<file path="src/rtl/jtag_spi_tap.sv">
module jtag_spi_tap #(
  parameter int              IR_W      = 5,
  parameter int              ID_W      = 32,
  parameter logic [IR_W-1:0] IR_IDCODE = 5'b00001,
  parameter logic [IR_W-1:0] IR_TUNNEL = 5'b10010,
  parameter logic [ID_W-1:0] ID_VALUE  = 32'h0CAFE001
) (
  input  logic clk,
  input  logic rst_n,
  input  logic tck_i,
  input  logic tms_i,
  input  logic tdi_i,
  input  logic trst_n_i,
  output logic tdo_o,
  input  logic xip_cs_n_i,
  input  logic xip_sck_i,
  input  logic xip_mosi_i,
  input  logic flash_miso_i,
  output logic flash_cs_n_o,
  output logic flash_sck_o,
  output logic flash_mosi_o
);

  typedef enum logic [3:0] {
    TLR, RTI,
    SEL_DR, CAP_DR, SH_DR, EX1_DR, PA_DR, EX2_DR, UPD_DR,
    SEL_IR, CAP_IR, SH_IR, EX1_IR, PA_IR, EX2_IR, UPD_IR
  } tap_t;

  logic [2:0] tck_q;
  logic [1:0] tms_q, tdi_q, trst_q;

  always_ff @(posedge clk or negedge rst_n) begin
    if (!rst_n) begin
      tck_q  <= '0;
      tms_q  <= '0;
      tdi_q  <= '0;
      trst_q <= '0;
    end else begin
      tck_q  <= {tck_q[1:0], tck_i};
      tms_q  <= {tms_q[0], tms_i};
      tdi_q  <= {tdi_q[0], tdi_i};
      trst_q <= {trst_q[0], trst_n_i};
    end
  end

  wire tck_s    = tck_q[1];
  wire tms_s    = tms_q[1];
  wire tdi_s    = tdi_q[1];
  wire trst_s   = trst_q[1];
  wire tck_rise = tck_q[1] & ~tck_q[2];
  wire tck_fall = ~tck_q[1] & tck_q[2];

  tap_t state, nxt;

  always_comb begin
    case (state)
      TLR:     nxt = tms_s ? TLR    : RTI;
      RTI:     nxt = tms_s ? SEL_DR : RTI;
      SEL_DR:  nxt = tms_s ? SEL_IR : CAP_DR;
      CAP_DR:  nxt = tms_s ? EX1_DR : SH_DR;
      SH_DR:   nxt = tms_s ? EX1_DR : SH_DR;
      EX1_DR:  nxt = tms_s ? UPD_DR : PA_DR;
      PA_DR:   nxt = tms_s ? EX2_DR : PA_DR;
      EX2_DR:  nxt = tms_s ? UPD_DR : SH_DR;
      UPD_DR:  nxt = tms_s ? SEL_DR : RTI;
      SEL_IR:  nxt = tms_s ? TLR    : CAP_IR;
      CAP_IR:  nxt = tms_s ? EX1_IR : SH_IR;
      SH_IR:   nxt = tms_s ? EX1_IR : SH_IR;
      EX1_IR:  nxt = tms_s ? UPD_IR : PA_IR;
      PA_IR:   nxt = tms_s ? EX2_IR : PA_IR;
      EX2_IR:  nxt = tms_s ? UPD_IR : SH_IR;
      UPD_IR:  nxt = tms_s ? SEL_DR : RTI;
      default: nxt = TLR;
    endcase
  end

  always_ff @(posedge clk or negedge rst_n) begin
    if (!rst_n)         state <= TLR;
    else if (!trst_s)   state <= TLR;
    else if (tck_rise)  state <= nxt;
  end

  logic [IR_W-1:0] ir, ir_sh;
  logic [ID_W-1:0] id_sh;
  logic            byp;

  always_ff @(posedge clk or negedge rst_n) begin
    if (!rst_n) begin
      ir    <= IR_IDCODE;
      ir_sh <= '0;
      id_sh <= '0;
      byp   <= 1'b0;
    end else if (state == TLR) begin
      ir <= IR_IDCODE;
    end else if (tck_rise) begin
      case (state)
        CAP_IR: ir_sh <= IR_W'(1);
        SH_IR:  ir_sh <= {tdi_s, ir_sh[IR_W-1:1]};
        UPD_IR: ir    <= ir_sh;
        CAP_DR: begin id_sh <= ID_VALUE; byp <= 1'b0; end
        SH_DR:  begin id_sh <= {tdi_s, id_sh[ID_W-1:1]}; byp <= tdi_s; end
        default: ;
      endcase
    end
  end

  logic spi_act, sck_en;

  always_ff @(posedge clk or negedge rst_n) begin
    if (!rst_n) begin
      spi_act <= 1'b0;
      sck_en  <= 1'b0;
    end else if (ir != IR_TUNNEL || state == EX1_DR || state == TLR) begin
      spi_act <= 1'b0;
      sck_en  <= 1'b0;
    end else begin
      if (state == CAP_DR) spi_act <= 1'b1;
      if (state == SH_DR && spi_act && !tck_s) sck_en <= 1'b1;
    end
  end

  always_ff @(posedge clk or negedge rst_n) begin
    if (!rst_n)
      tdo_o <= 1'b0;
    else if (spi_act)
      tdo_o <= flash_miso_i;
    else if (tck_fall) begin
      if (state == SH_IR)      tdo_o <= ir_sh[0];
      else if (state == SH_DR) tdo_o <= (ir == IR_IDCODE) ? id_sh[0] : byp;
    end
  end

  wire tun_cs_n = ~spi_act;
  wire tun_sck  = tck_s & sck_en;

  assign flash_cs_n_o = tun_cs_n & xip_cs_n_i;
  assign flash_sck_o  = tun_cs_n ? xip_sck_i  : tun_sck;
  assign flash_mosi_o = tun_cs_n ? xip_mosi_i : tdi_s;

  assert_trst_holds_reset_R2: assert property (@(posedge clk) disable iff (!rst_n)
    !trst_s |=> state == TLR);

  assert_cs_falls_with_sck_low_R7: assert property (@(posedge clk) disable iff (!rst_n)
    $rose(spi_act) |-> !tun_sck);

  assert_sck_only_in_shift_R7: assert property (@(posedge clk) disable iff (!rst_n)
    tun_sck |-> (state == SH_DR || state == EX1_DR));

  assert_exit1_releases_R8: assert property (@(posedge clk) disable iff (!rst_n)
    state == EX1_DR |=> (!spi_act && !sck_en));

  assert_tdo_tracks_miso_R9: assert property (@(posedge clk) disable iff (!rst_n)
    $past(spi_act) |-> tdo_o == $past(flash_miso_i));

  assert_tdo_only_on_fall_R10: assert property (@(posedge clk) disable iff (!rst_n)
    (!$past(spi_act) && !$past(tck_fall)) |-> $stable(tdo_o));

  assert_no_tunnel_other_ir_R12: assert property (@(posedge clk) disable iff (!rst_n)
    ir != IR_TUNNEL |=> !spi_act);

endmodule

</file>
<file path="config.mk">
export PLATFORM = sky130hd
export DESIGN_NAME = jtag_spi_tap
export DESIGN_NICKNAME = d
export VERILOG_FILES = /design/src/rtl/jtag_spi_tap.sv
export SDC_FILE = /design/constraint.sdc
export NUM_CORES = 1
export LEC_CHECK = 0
export ABC_AREA = 1
export BUFFER_PORTS_ARGS = -buffer_cell sky130_fd_sc_hd__buf_4
export CAP_MARGIN = 20
export CELL_PAD_IN_SITES_DETAIL_PLACEMENT = 0
export CELL_PAD_IN_SITES_GLOBAL_PLACEMENT = 1
export CORE_MARGIN = 2
export CORE_UTILIZATION = 46
export DETAILED_ROUTE_END_ITERATION = 12
export PLACE_DENSITY_LB_ADDON = 0.1
export SYNTH_ARGS = -nofsm -noshare
export SYNTH_HDL_FRONTEND = slang
export SYNTH_SLANG_ARGS = --single-unit
</file>
<file path="constraint.sdc">
create_clock -name clk -period 1.8 [get_ports clk]
set_clock_uncertainty 0.15 [all_clocks]
set_input_delay 0.36 -clock clk [delete_from_list [all_inputs] [get_ports clk]]
set_output_delay 0.36 -clock clk [all_outputs]
set_load 0.01 [all_outputs]
</file>
After elaboration in Yosys (flattened, before gate mapping)
Index checks and enable logic that the tools add are counted.

Output and inout port bits: 4. Logic and storage cells: 91. Bits of input ports: 10. Register bits after elaboration: 59.

Reduce and logical (&&, ||, !) cells: 21. Eq/ne operators: 18. Mux-type cells: 32. Bitwise logic cells: 8.

Operator list (count): $pmux 32 s2 (1); $pmux 4 s12 (1); $eq 4x4->1 const B (8); $mux 4 (6); $eq 4x3->1 const B (4); $mux 5 (3); $mux 1 (14); $reduce_bool 2->1 (7); $pmux 5 s2 (1); $eq 4x2->1 const B (2); $mux 2 (3); $mux 3 (2); $reduce_and 3->1 (2); $eq 5x1->1 const B (1); $ne 5x5->1 const B (1); $and 1x1->1 (4); $eq 4x1->1 const B (1); $logic_not 4->1 (1); $not 1->1 (4); $reduce_and 2->1 (2); $reduce_or 2->1 (2); $reduce_bool 3->1 (1); $reduce_or 3->1 (1); $logic_and 1x1->1 (2); 4 further kinds (5).

Depth between registers and ports, before layout
Depth after elaboration: 6. Gate-level depth with buffers: 10. Depth with buffers taken out: 9.

Least setup slack after synthesis
OpenSTA, ideal clock, no wires.

Kind: flip-flop to flip-flop. Start point: register state[2]. End point: register id_sh[23]. Path buffers: 1. Cell stages (with the launch flop): 6. Slack: 0.173 ns. Data required time: 1.521 ns. Setup time: 0.129 ns. Clock period less this slack: 1.627 ns. Arrival time: 1.349 ns. Cells stage by stage: dfrtp_1 -> nor2_1 -> nand2_1 -> a21oi_4 -> buf_2 -> a31oi_1.

Cells in the longest elaborated chain, start to end: 3. Elaborated cells between the ends (all ways): 7. Classes of those cells: 2 x eq/ne; 1 x mux; 1 x bitwise; 3 x reduce/logical.

Ends and longest elaborated chain: start: declaration (RTL line 54) `tap_t state, nxt;`; start signal: assignment (RTL line 81) `else if (tck_rise) state <= nxt;`; $eq 4x2->1, or another cell as far along (RTL line 97) `case (state)`; $reduce_bool 2->1 (no line) or $not 1->1 (tied branches); $reduce_and 3->1 (no line); end signal: assignment (RTL line 102) `SH_DR: begin id_sh <= {tdi_s, id_sh[ID_W-1:1]}; byp <= tdi_s; end`; end: declaration (RTL line 85) `logic [ID_W-1:0] id_sh;`.

Parallel ways exist; a longest one is shown, timed or not. A chain may end at the register's enable or synchronous reset.

Worst setup path after layout
Start point: register spi_act. End point: output flash_sck_o.

Cells in the longest elaborated chain, start to end: 1.

Ends and longest elaborated chain: start: declaration (RTL line 108) `logic spi_act, sck_en;`; start signal: assignment (RTL line 112) `spi_act <= 1'b0;`; start signal: assignment (RTL line 115) `spi_act <= 1'b0;`; start signal: assignment (RTL line 118) `if (state == CAP_DR) spi_act <= 1'b1;`; $mux 1 (RTL line 138) `assign flash_sck_o = tun_cs_n ? xip_sck_i : tun_sck;`; end: declaration (RTL line 20) `output logic flash_sck_o,`.

No other way between the ends.

==> out/metrics.cfg <==
[status]
status=completed

[synth]
synthTopCellsByArea=dfrtp_1, nand2_1, inv_1
synth_common_cells=dfrtp_1, nand2_1, inv_1
async_flop_share=1.000
yosys.area_share.adder=0
synth-simple-area-share=0.2102
syn_nets=315
syn_area_sq_mm=0.002613
synthCells=305
yosysWarningCount=0
synth_xor_xnor_area_share=0
synthMuxAreaShare=0
yosysTopAreaCell=dfrtp_1
synth_top_family_by_area=simple AND/OR/NAND/NOR gates
synth-seq-cells=58
synth_compound_area_frac=0.1346
synthFlopType=dfrtp_1
ys_seq_area_frac=0.5560
synth-edff-count=0
syn_avg_cell_area_sq_um=8.566
yosysTopAreaCellShare=0.5460
yosysMostFrequentCell=dfrtp_1
ys_types=27

[power_and_ir_drop]
power.internal_mw=1.919
power_mw=2.478
clock_power_share=0.427
combPwrFrac=0.038
p_leak_nw=1.493
switching_power_mw=0.5590
seqPwrFrac=0.534
powerDensity_mw_per_mm2=801.9
ir_drop_v=0.0005134
switching_share=0.2256

[timing]
period_needed_ns=1.727
hold_violations=0
holdWs_ns=0.2020
tns_ns=0
finalSetupViolations=0
slew_viol_final=0
rsz0062_at_grt=true
relSlewSlack=0.7959
final.period_utilization=0.9597
worstMarginPinSlew_ns=0.3043
max_freq_ghz=0.5789

[worst_setup_path]
crit_start=spi_act
r2r_start=state[3]
crit_end=flash_sck_o
cp.required_ns=1.29
critPathMaxFanout=6
endpoint_kind=output pin
r2r_slack_ns=0.15
startpoint_type=register
crit_type=register to output pin
reg2reg_depth=6
arrival_ns=1.22
r2r-end=id_sh[0]

[grt]
grt_pass1_wl_um=8963
gr-usage-all-layers=0.1894
antenna_found_initial=0
grt_pass1_vias=1933
grt_max_degree=59
gr-total-overflow=0

[placed_design]
placed_area_sq_mm=0.002851
portBuffers=13
hpwl_um=3435
gp_congestion=0.8255

[route]
drcViolationCount=0
routedWlPerCell_um=12.50
viasPerCell=4.913
final_antenna_net_count=0
vias=2034
drt_iter0_markers=172
drt_wl_total_um=5177
drt_first_pass_iters=5

[floorplan]
dieArea_sq_mm=0.006298
row_count=27
top_level_ports=14
fp.coreArea_sq_mm=0.005507
die_w_um=79.36
die_h_um=79.36
initial_core_util=0.4744

[clock_tree]
cts_tree=yes
cts_buffers=9
clockBufferDepth=2
htreeDepth=3
clk_pin_slew_ns=0.06
cts-root-buf=clkbuf_8
clock_latency_ns=0.33
clock-sinks=58

[layout]
final_layout_size_suffix_gt1_frac=0.1637
diodes=0
num-nets-final=348
area_delta_synth_final_pct=18.29
fillers=514
design_area_sq_mm=0.003090

[min_path]
holdPathStages=0
hold_path.class=register to register

[job]
maxCapViolCount=0

-- cell families after synthesis --
| group | count (synthesis) |
|---|---|
| buffers and inverters | 59 |
| AO/OA/AOI/OAI | 58 |
| AND/OR/NAND/NOR | 130 |
| flip-flops | 58 |
-- what timing repair did --
| item | CTS | global route |
|---|---|---|
| hold buffers | 5 | 0 |
| setup buffers | 1 | 0 |
| gates resized for setup | 0 | 3 |
| setup endpoints to repair | 1 | 33 |
| hold endpoints to repair | 61 | 0 |
-- routing by layer --
| metal | track usage | wire length (um) | share of wire |
|---|---|---|---|
| met1 | 0.2675 | 2682 | 0.52 |
| met2 | 0.2754 | 2189 | 0.42 |
| met3 | 0.03864 | 197 | 0.038 |
| met4 | 0.09828 | 108 | 0.021 |
| met5 | 0 | 0 | 0 |
-- registers in the layout (all words and copies together) (netlist names) --
signal   flops
id_sh       32
ir           5
ir_sh        5
sck_en       1
spi_act      1
state        4
tck_q        3
tdi_q        2
tdo_o        1
tms_q        2
trst_q       2
-- how the worst min path moves through the flow --
| stage | startpoint | end | slack [ns] |
|---|---|---|---|
| floorplan | rst_n | id_sh[0] | -0.09 |
| global placement | trst_q[0] | trst_q[1] | 0.18 |
| detailed placement | trst_q[0] | trst_q[1] | 0.19 |
| CTS | trst_q[0] | trst_q[1] | 0.20 |
| global route | tck_q[0] | tck_q[1] | 0.21 |
| finish | tms_q[0] | tms_q[1] | 0.20 |
-- critical path, cell delays in order, from the launching register on --
cell	delay [ns]
dfrtp_1	0.35
inv_1	0.12
o31ai_2	0.26
buf_4	0.15
-- stage by stage --
step | std cells | util | worst slack [ns]
after floorplan | 305 | - | 0.1726
after global placement | 393 | 0.5178 | 0.1475
after detailed placement | 393 | 0.5178 | 0.08828
after CTS | 414 | 0.5594 | 0.06883
after global routing | 414 | 0.5612 | -0.02571
final | 414 | 0.5612 | 0.07255
-- placed cells by master (no fill, tap or decap), types with 3 or more instances in the layout --
| cell type | count |
|---|---|
| o21ai_1 | 3 |
| buf_4 | 26 |
| nor3_1 | 3 |
| nand2_1 | 48 |
| a21oi_2 | 7 |
| clkbuf_8 | 11 |
| nor2_1 | 39 |
| dlygate4sd3_1 | 5 |
| o21ai_0 | 32 |
| inv_1 | 47 |
| a21oi_1 | 3 |
| a31oi_1 | 5 |
| nand3_1 | 34 |
| dfrtp_1 | 57 |
-- power by group through the flow --
stage / clock, mW / sequential (mW) / combinational, mW
floorplan: 0 / 1.34 / 0.0279
global placement: 0 / 1.35 / 0.0873
detailed placement: 0 / 1.35 / 0.0872
CTS: 1.08 / 1.32 / 0.0959
global route: 1.13 / 1.32 / 0.108
finish: 1.06 / 1.32 / 0.0946
-- area by class of cell --
cell class                 count  area, sq um  area share
sequential                    58         1453      0.4700
clock buffer                  13        158.9     0.05142
clock inverter                 2        12.51    0.004049
timing repair buffer          33        285.3     0.09231
multi-input combinational    188        910.9      0.2947
tap                           72        90.09     0.02915
inverter                      48        180.2     0.05830
(Power assumes the default switching activity.)
